### src/rtl/swsync_pkg.sv
package swsync_pkg;
  typedef enum logic [1:0] {
    TS_FREE  = 2'd0,
    TS_LOCK  = 2'd1,
    TS_TRANS = 2'd2
  } time_state_e;

  localparam logic [1:0] MODE_PRIMARY = 2'b00;

  function automatic logic mode_is_primary(input logic [1:0] m);
    return m == MODE_PRIMARY;
  endfunction

  // codes 10 and 11 both select the falling edge
  function automatic logic mode_uses_fall(input logic [1:0] m);
    return m[1];
  endfunction
endpackage

### src/rtl/swsync_edge.sv
module swsync_edge #(
  parameter int STAGES = 2
) (
  input  logic clk,
  input  logic rst,
  input  logic din,
  output logic rise,
  output logic fall
);
  // chain[STAGES-1] is the synchronized level, chain[STAGES] its previous value
  logic [STAGES:0] chain;

  always_ff @(posedge clk) begin
    if (rst) chain <= '0;
    else     chain <= {chain[STAGES-1:0], din};
  end

  assign rise = chain[STAGES-1] & ~chain[STAGES];
  assign fall = ~chain[STAGES-1] & chain[STAGES];
endmodule

### src/rtl/swsync_limits.sv
module swsync_limits #(
  parameter int PW = 12,
  parameter int CW = PW + 1
) (
  input  logic          clk,
  input  logic [PW-1:0] period,
  output logic [CW-1:0] half_m1,
  output logic [CW-1:0] free_end,
  output logic [CW-1:0] loss_end,
  output logic [CW-1:0] trans_end,
  output logic [CW-1:0] win_min
);
  localparam int MIN_PER = 4;
  localparam int XW      = PW + 5;

  logic [XW-1:0] p_x;
  logic [XW-1:0] p10;

  always_comb begin
    p_x = (period < PW'(MIN_PER)) ? XW'(MIN_PER) : XW'(period);
    p10 = (p_x << 3) + (p_x << 1);
  end

  // No reset: these follow the period input continuously, so they are valid
  // before reset is released and the constant dividers stay off the loop path.
  always_ff @(posedge clk) begin
    half_m1   <= CW'((p_x >> 1) - XW'(1));
    free_end  <= CW'(p_x - XW'(1));
    loss_end  <= CW'(p_x + (p_x >> 1) - XW'(1));
    trans_end <= CW'((p10 + XW'(6)) / XW'(7) - XW'(1));
    win_min   <= CW'((p10 + XW'(12)) / XW'(13));
  end
endmodule

### src/rtl/swsync_core.sv
module swsync_core
  import swsync_pkg::*;
#(
  parameter int CW        = 13,
  parameter int TRANS_CYC = 1000
) (
  input  logic          clk,
  input  logic          rst,
  input  logic [1:0]    mode,
  input  logic          rise,
  input  logic          fall,
  input  logic [CW-1:0] half_m1,
  input  logic [CW-1:0] free_end,
  input  logic [CW-1:0] loss_end,
  input  logic [CW-1:0] trans_end,
  input  logic [CW-1:0] win_min,
  output logic          cyc_start,
  output logic          sync_out,
  output logic          sync_oe,
  output logic          locked,
  output logic          sync_lost,
  output logic          in_trans
);
  localparam int            TW      = $clog2(TRANS_CYC + 1);
  localparam logic [CW-1:0] CNT_MAX = {CW{1'b1}};
  localparam logic [TW-1:0] TMR_MAX = {TW{1'b1}};
  localparam logic [TW-1:0] TMR_END = TW'(TRANS_CYC - 1);

  time_state_e   st_q, st_n;
  logic [CW-1:0] cnt_q;
  logic [TW-1:0] tmr_q;
  logic [CW-1:0] end_sel;
  logic          primary, sel_edge, edge_ok, end_hit, start_now, lost_n;

  always_comb begin
    primary  = mode_is_primary(mode);
    sel_edge = mode_uses_fall(mode) ? fall : rise;
    // the early-edge window only guards an established lock
    edge_ok  = !primary && sel_edge && ((st_q != TS_LOCK) || (cnt_q >= win_min));
    unique case (st_q)
      TS_LOCK:  end_sel = loss_end;
      TS_TRANS: end_sel = trans_end;
      default:  end_sel = free_end;
    endcase
    end_hit   = cnt_q >= end_sel;
    start_now = edge_ok || end_hit;

    st_n   = st_q;
    lost_n = sync_lost;
    if (primary) begin
      st_n   = TS_FREE;
      lost_n = 1'b0;
    end else if (edge_ok) begin
      st_n   = TS_LOCK;
      lost_n = 1'b0;
    end else if (st_q == TS_LOCK && end_hit) begin
      st_n   = TS_TRANS;
      lost_n = 1'b1;
    end else if (st_q == TS_TRANS && tmr_q >= TMR_END) begin
      st_n   = TS_FREE;
    end
  end

  always_ff @(posedge clk) begin
    if (rst) begin
      st_q      <= TS_FREE;
      cnt_q     <= '0;
      tmr_q     <= '0;
      cyc_start <= 1'b0;
      sync_out  <= 1'b0;
      sync_oe   <= 1'b0;
      locked    <= 1'b0;
      sync_lost <= 1'b0;
      in_trans  <= 1'b0;
    end else begin
      st_q      <= st_n;
      cyc_start <= start_now;
      cnt_q     <= start_now ? '0 : ((cnt_q == CNT_MAX) ? cnt_q : cnt_q + 1'b1);
      if (st_n == TS_TRANS && st_q == TS_TRANS)
        tmr_q <= (tmr_q == TMR_MAX) ? tmr_q : tmr_q + 1'b1;
      else
        tmr_q <= '0;
      locked    <= (st_n == TS_LOCK);
      in_trans  <= (st_n == TS_TRANS);
      sync_lost <= lost_n;
      sync_oe   <= primary;
      if (!primary || start_now) sync_out <= 1'b0;
      else if (cnt_q == half_m1) sync_out <= 1'b1;
    end
  end

  // the transition only exists after a loss
  p_trans_has_loss_r9: assert property (@(posedge clk) disable iff (rst)
    in_trans |-> sync_lost);

  // entering the transition is marked by the timeout cycle start
  p_enter_trans_r7: assert property (@(posedge clk) disable iff (rst)
    $rose(in_trans) |-> (cyc_start && !locked));

  // the sync output only falls at a cycle start while it is driven
  p_fall_at_start_r3: assert property (@(posedge clk) disable iff (rst)
    ($fell(sync_out) && sync_oe) |-> cyc_start);

  // an undriven sync output stays low
  p_quiet_secondary_r11: assert property (@(posedge clk) disable iff (rst)
    !sync_oe |-> !sync_out);

  // acquiring lock starts a cycle and clears the loss flag
  p_relock_r10: assert property (@(posedge clk) disable iff (rst)
    $rose(locked) |-> (cyc_start && !sync_lost));

  // a locked cycle start is never followed straight by another
  p_no_early_restart_r6: assert property (@(posedge clk) disable iff (rst)
    (locked && cyc_start) |=> !cyc_start);
endmodule

### src/rtl/swclk_sync.sv
module swclk_sync #(
  parameter int PW          = 12,
  parameter int TRANS_CYC   = 1000,
  parameter int SYNC_STAGES = 2
) (
  input  logic          clk,
  input  logic          rst,
  input  logic [1:0]    mode,
  input  logic [PW-1:0] period,
  input  logic          sync_in,
  output logic          cyc_start,
  output logic          sync_out,
  output logic          sync_oe,
  output logic          locked,
  output logic          sync_lost,
  output logic          in_trans
);
  localparam int CW = PW + 1;

  logic          rise, fall;
  logic [CW-1:0] half_m1, free_end, loss_end, trans_end, win_min;

  swsync_edge #(.STAGES(SYNC_STAGES)) u_edge (
    .clk  (clk),
    .rst  (rst),
    .din  (sync_in),
    .rise (rise),
    .fall (fall)
  );

  swsync_limits #(.PW(PW), .CW(CW)) u_limits (
    .clk       (clk),
    .period    (period),
    .half_m1   (half_m1),
    .free_end  (free_end),
    .loss_end  (loss_end),
    .trans_end (trans_end),
    .win_min   (win_min)
  );

  swsync_core #(.CW(CW), .TRANS_CYC(TRANS_CYC)) u_core (
    .clk       (clk),
    .rst       (rst),
    .mode      (mode),
    .rise      (rise),
    .fall      (fall),
    .half_m1   (half_m1),
    .free_end  (free_end),
    .loss_end  (loss_end),
    .trans_end (trans_end),
    .win_min   (win_min),
    .cyc_start (cyc_start),
    .sync_out  (sync_out),
    .sync_oe   (sync_oe),
    .locked    (locked),
    .sync_lost (sync_lost),
    .in_trans  (in_trans)
  );
endmodule

### config.mk
export PLATFORM = sky130hd
export DESIGN_NAME = swclk_sync
export DESIGN_NICKNAME = d
export VERILOG_FILES = /design/src/rtl/swsync_pkg.sv /design/src/rtl/swsync_edge.sv /design/src/rtl/swsync_limits.sv /design/src/rtl/swsync_core.sv /design/src/rtl/swclk_sync.sv
export SDC_FILE = /design/constraint.sdc
export NUM_CORES = 1
export LEC_CHECK = 0
export BUFFER_PORTS_ARGS = -buffer_cell sky130_fd_sc_hd__buf_2
export CAP_MARGIN = 20
export CORE_AREA = 2 2 161 163
export CTS_CLUSTER_DIAMETER = 200
export DETAILED_ROUTE_END_ITERATION = 8
export DIE_AREA = 0 0 163 165
export MAX_ROUTING_LAYER = met4
export PLACE_DENSITY = 0.76
export SETUP_SLACK_MARGIN = 0.15
export SYNTH_ARGS = -nofsm -noshare
export SYNTH_HDL_FRONTEND = slang
export SYNTH_SLANG_ARGS = --single-unit
### constraint.sdc
create_clock -name clk -period 12.6 [get_ports clk]
set_input_delay 0 -clock clk [delete_from_list [all_inputs] [get_ports clk]]
set_output_delay 0 -clock clk [all_outputs]
set_load 0.02 [all_outputs]
==> summary.txt <==
Route
  • WL final: 39,600 um
  • Vias/cell: 6.42
  • # DRC: 0
  • 1st-iter DRT viols: 1,452
  • Post-route ant nets: 0
  • Via count: ~13,000
  • TritonRoute pass-1 iters: 7
  • Routed WL per cell: 19.0 um

Place
  • Area of placed instances: 13,300 um^2
  • Gpl congestion: 1.02
  • PortBufs: 22
  • HPWL Detailed: ~30,000 um
  • Dpl ws: -0.538 ns

Clock network
  • Worst-case clock buffer depth: 2
  • Total CTS buffers: 9
  • Worst skew pair latency: 0.35 ns
  • H-tree depth: 3
  • CTS Root Cell: clkbuf_16
  • CTS clk-pin slew, worst paths: 0.07 ns
  • CTS Sinks: 98
  • CTS tree: yes

STA
  • Post-route minimum period: 12.06 ns
  • Fin. Hold Viols: 1
  • Final setup viols: 0
  • Slew headroom: 0.227
  • Final Skew: 0.00873 ns
  • Worst-margin pin slew: 1.14 ns
  • Setup WS post-layout: 0.543 ns
  • Fin. max-slew vios: 0
  • Fmax: 82.9 MHz
  • Min Hold Slack: -0.0000743 ns
  • Final period utilization: 0.957

GRT
  • Initial antenna violation count: 1
  • Vias in the first global route: 12,261
  • GRT overflow: 0
  • Largest net degree at the start of global routing: 27
  • First-pass GRT wire length: 62,200 um
  • Tot GR Track Use: 0.292

Critical path
  • Worst endpoint required time: 12.85 ns
  • Max Fanout on Critical Path: 11
  • Slowest stage cell, crit path: fa_2
  • Kind of end point of the critical path: register
  • Critical path origin: period[11]
  • R2r setup slk: 7.83 ns
  • Launching point of the worst reg2reg path: u_core.st_q[0]
  • Critical Path Max Stage Delay: ~0.48 ns
  • Reg2Reg Depth: 25
  • R2r endpoint: u_core.tmr_q[8]
  • Worst setup path endpoint: u_limits.trans_end[12]
  • Crit start category: input port
  • CP Data Arrival Time: 12.31 ns
  • Critical path class: input port to register

Logic synthesis
  • Post-synthesis sequential area ratio: 0.158
  • Most common cell in the netlist: nand2_1
  • Area contributors post-synth: dfxtp_1 (16%), ha_1 (8.2%), xnor2_1 (7.7%)
  • Syn_area_per_cell: 7.53 um^2
  • Mapped Area: 12,400 um^2
  • FFs w/ async S/R, synth: 0
  • Dominant cell type by area after synthesis: dfxtp_1
  • Most instantiated cells after synthesis: nand2_1 (141), nor2_1 (137), xnor2_1 (109), a21oi_1 (105), dfxtp_1 (98)
  • Synthesized Nets: 1,751
  • EDFF count, synth: 0
  • Yosys warns: 0
  • Ys flop type: dfxtp_1
  • Yosys cell types: 117
  • Synth Instances: about 1,700
  • Yosys reg bits: 98
  • Post-synth top area share: 0.158

Outcome
  • Failing checks: negative hold slack
  • Status: finished, violations left

Final layout
  • Fin util: 0.584
  • Nets: 1,848
  • Share of cells above drive strength 1: 0.198
  • Final instance area: 14,600 um^2
  • Area Growth Syn to Fin: 17.7%

Hold path
  • Worst Hold Class: input port to register

Floorplan
  • Ports: 23
  • Die span in y: around 170 um
  • Die area: about 27,000 um^2
  • Chip width: 163 um
  • Initial Utilization: 0.496
  • # rows: 58
  • Core area: 25,000 um^2

Job
  • Max cap viols: 0
layout make-up:
class / instances / area (um^2)
repair buffers: 147 / 1080
multi-input cells: 1410 / 10600
well taps: 330 / 413
clock buffers: 9 / 225
clock inverters: 6 / 72.6
fillers: 2274 / 10400
flip-flops and latches: 98 / 1960
inverters: 81 / 304
diodes: 1 / 2.50
flip-flops by register name, indices dropped and copies added (netlist names), 3 cells and up:
signal              flops
u_core.cnt_q           13
u_limits.half_m1       13
u_limits.loss_end      13
u_limits.trans_end     13
u_limits.win_min       13
u_limits.free_end      12
u_core.tmr_q           10
u_edge.chain            3
worst min-delay path by stage:
stage | from | to | cells after the start
after floorplan | mode[0] | u_core.sync_oe | 1
after global placement | mode[0] | u_core.sync_oe | 2
after detailed placement | mode[0] | u_core.sync_oe | 2
after CTS | period[5] | u_limits.free_end[5] | 2
after global routing | period[4] | u_limits.half_m1[3] | 3
final | period[5] | u_limits.free_end[5] | 2
what timing repair did:
| item | 4_1_cts | 5_1_grt |
|---|---|---|
| buffers inserted | 2 | 30 |
| endpoints found under the setup margin | 5 | 14 |
| gates cloned | 0 | 1 |
| resized for setup | 16 | 119 |
| pin swaps | 1 | 30 |
| hold endpoints to repair | 14 | 0 |
| hold buffers | 10 | 0 |
layer usage:
metal | share of wire | wire length (um) | GRT usage
met5 | 0 | 0 | -
met4 | 0.038 | 1510 | 0.122
met3 | 0.062 | 2440 | 0.0251
met2 | 0.48 | 19000 | 0.492
met1 | 0.42 | 16700 | 0.359
critical path: cells and delay by family:
family                   cells  cell delay (ns)
AO/OA/AOI/OAI               16             4.10
XOR/XNOR                     3             0.70
adder cells (fa/ha/maj)      4             1.06
buffers and inverters        4             0.50
multiplexers                 2             0.59
AND/OR/NAND/NOR             22             5.31
cell families (layout without fill, tap and decap cells):
| kind of cell | count (synthesis) | after routing | share of synthesized area |
|---|---|---|---|
| flops | 98 | 98 | 0.158 |
| simple gates | 632 | 633 | 0.268 |
| xor+xnor | 156 | 156 | 0.113 |
| mux | 32 | 32 | 0.0278 |
| fa+ha+maj | 91 | 91 | 0.0920 |
| compound gates | 498 | 498 | 0.292 |
| other cells | 0 | 1 | 0 |
| buf+inv | 143 | 243 | 0.0490 |
stage by stage:
step           instances   TNS, ns  hold slack, ns
6_report            2082         0      -0.0000743
5_1_grt             2082  -0.00437          0.0274
4_1_cts             2050         0        0.000670
3_5_place_dp        2023     -1.79           0.223
3_3_place_gp        2023    -0.264           0.211
2_1_floorplan       1650         0          0.0853
layout by cell type (no fill, tap or decap), types with 11 or more instances in the layout:
master	count
or3_1	14
a21oi_1	99
inv_1	78
buf_2	22
o211a_1	13
o21ai_1	13
o211ai_1	28
o21a_1	19
dfxtp_1	98
a22oi_1	17
nor3_2	12
nor3_1	49
nand2_1	138
buf_4	114
o22ai_1	12
o21ai_0	66
and3_1	23
nor2b_1	19
mux2i_1	17
a21o_1	14
or2_2	13
xnor2_1	100
nand3_1	57
and2_1	28
xnor2_2	11
a211oi_1	22
nor4_1	14
a31oi_1	14
nand2b_1	14
xor2_1	40
ha_1	78
nand4_1	31
nor2_1	134
Power is not shown: default switching activity piles up to over one toggle a cycle in this logic, so the estimate is an artifact.
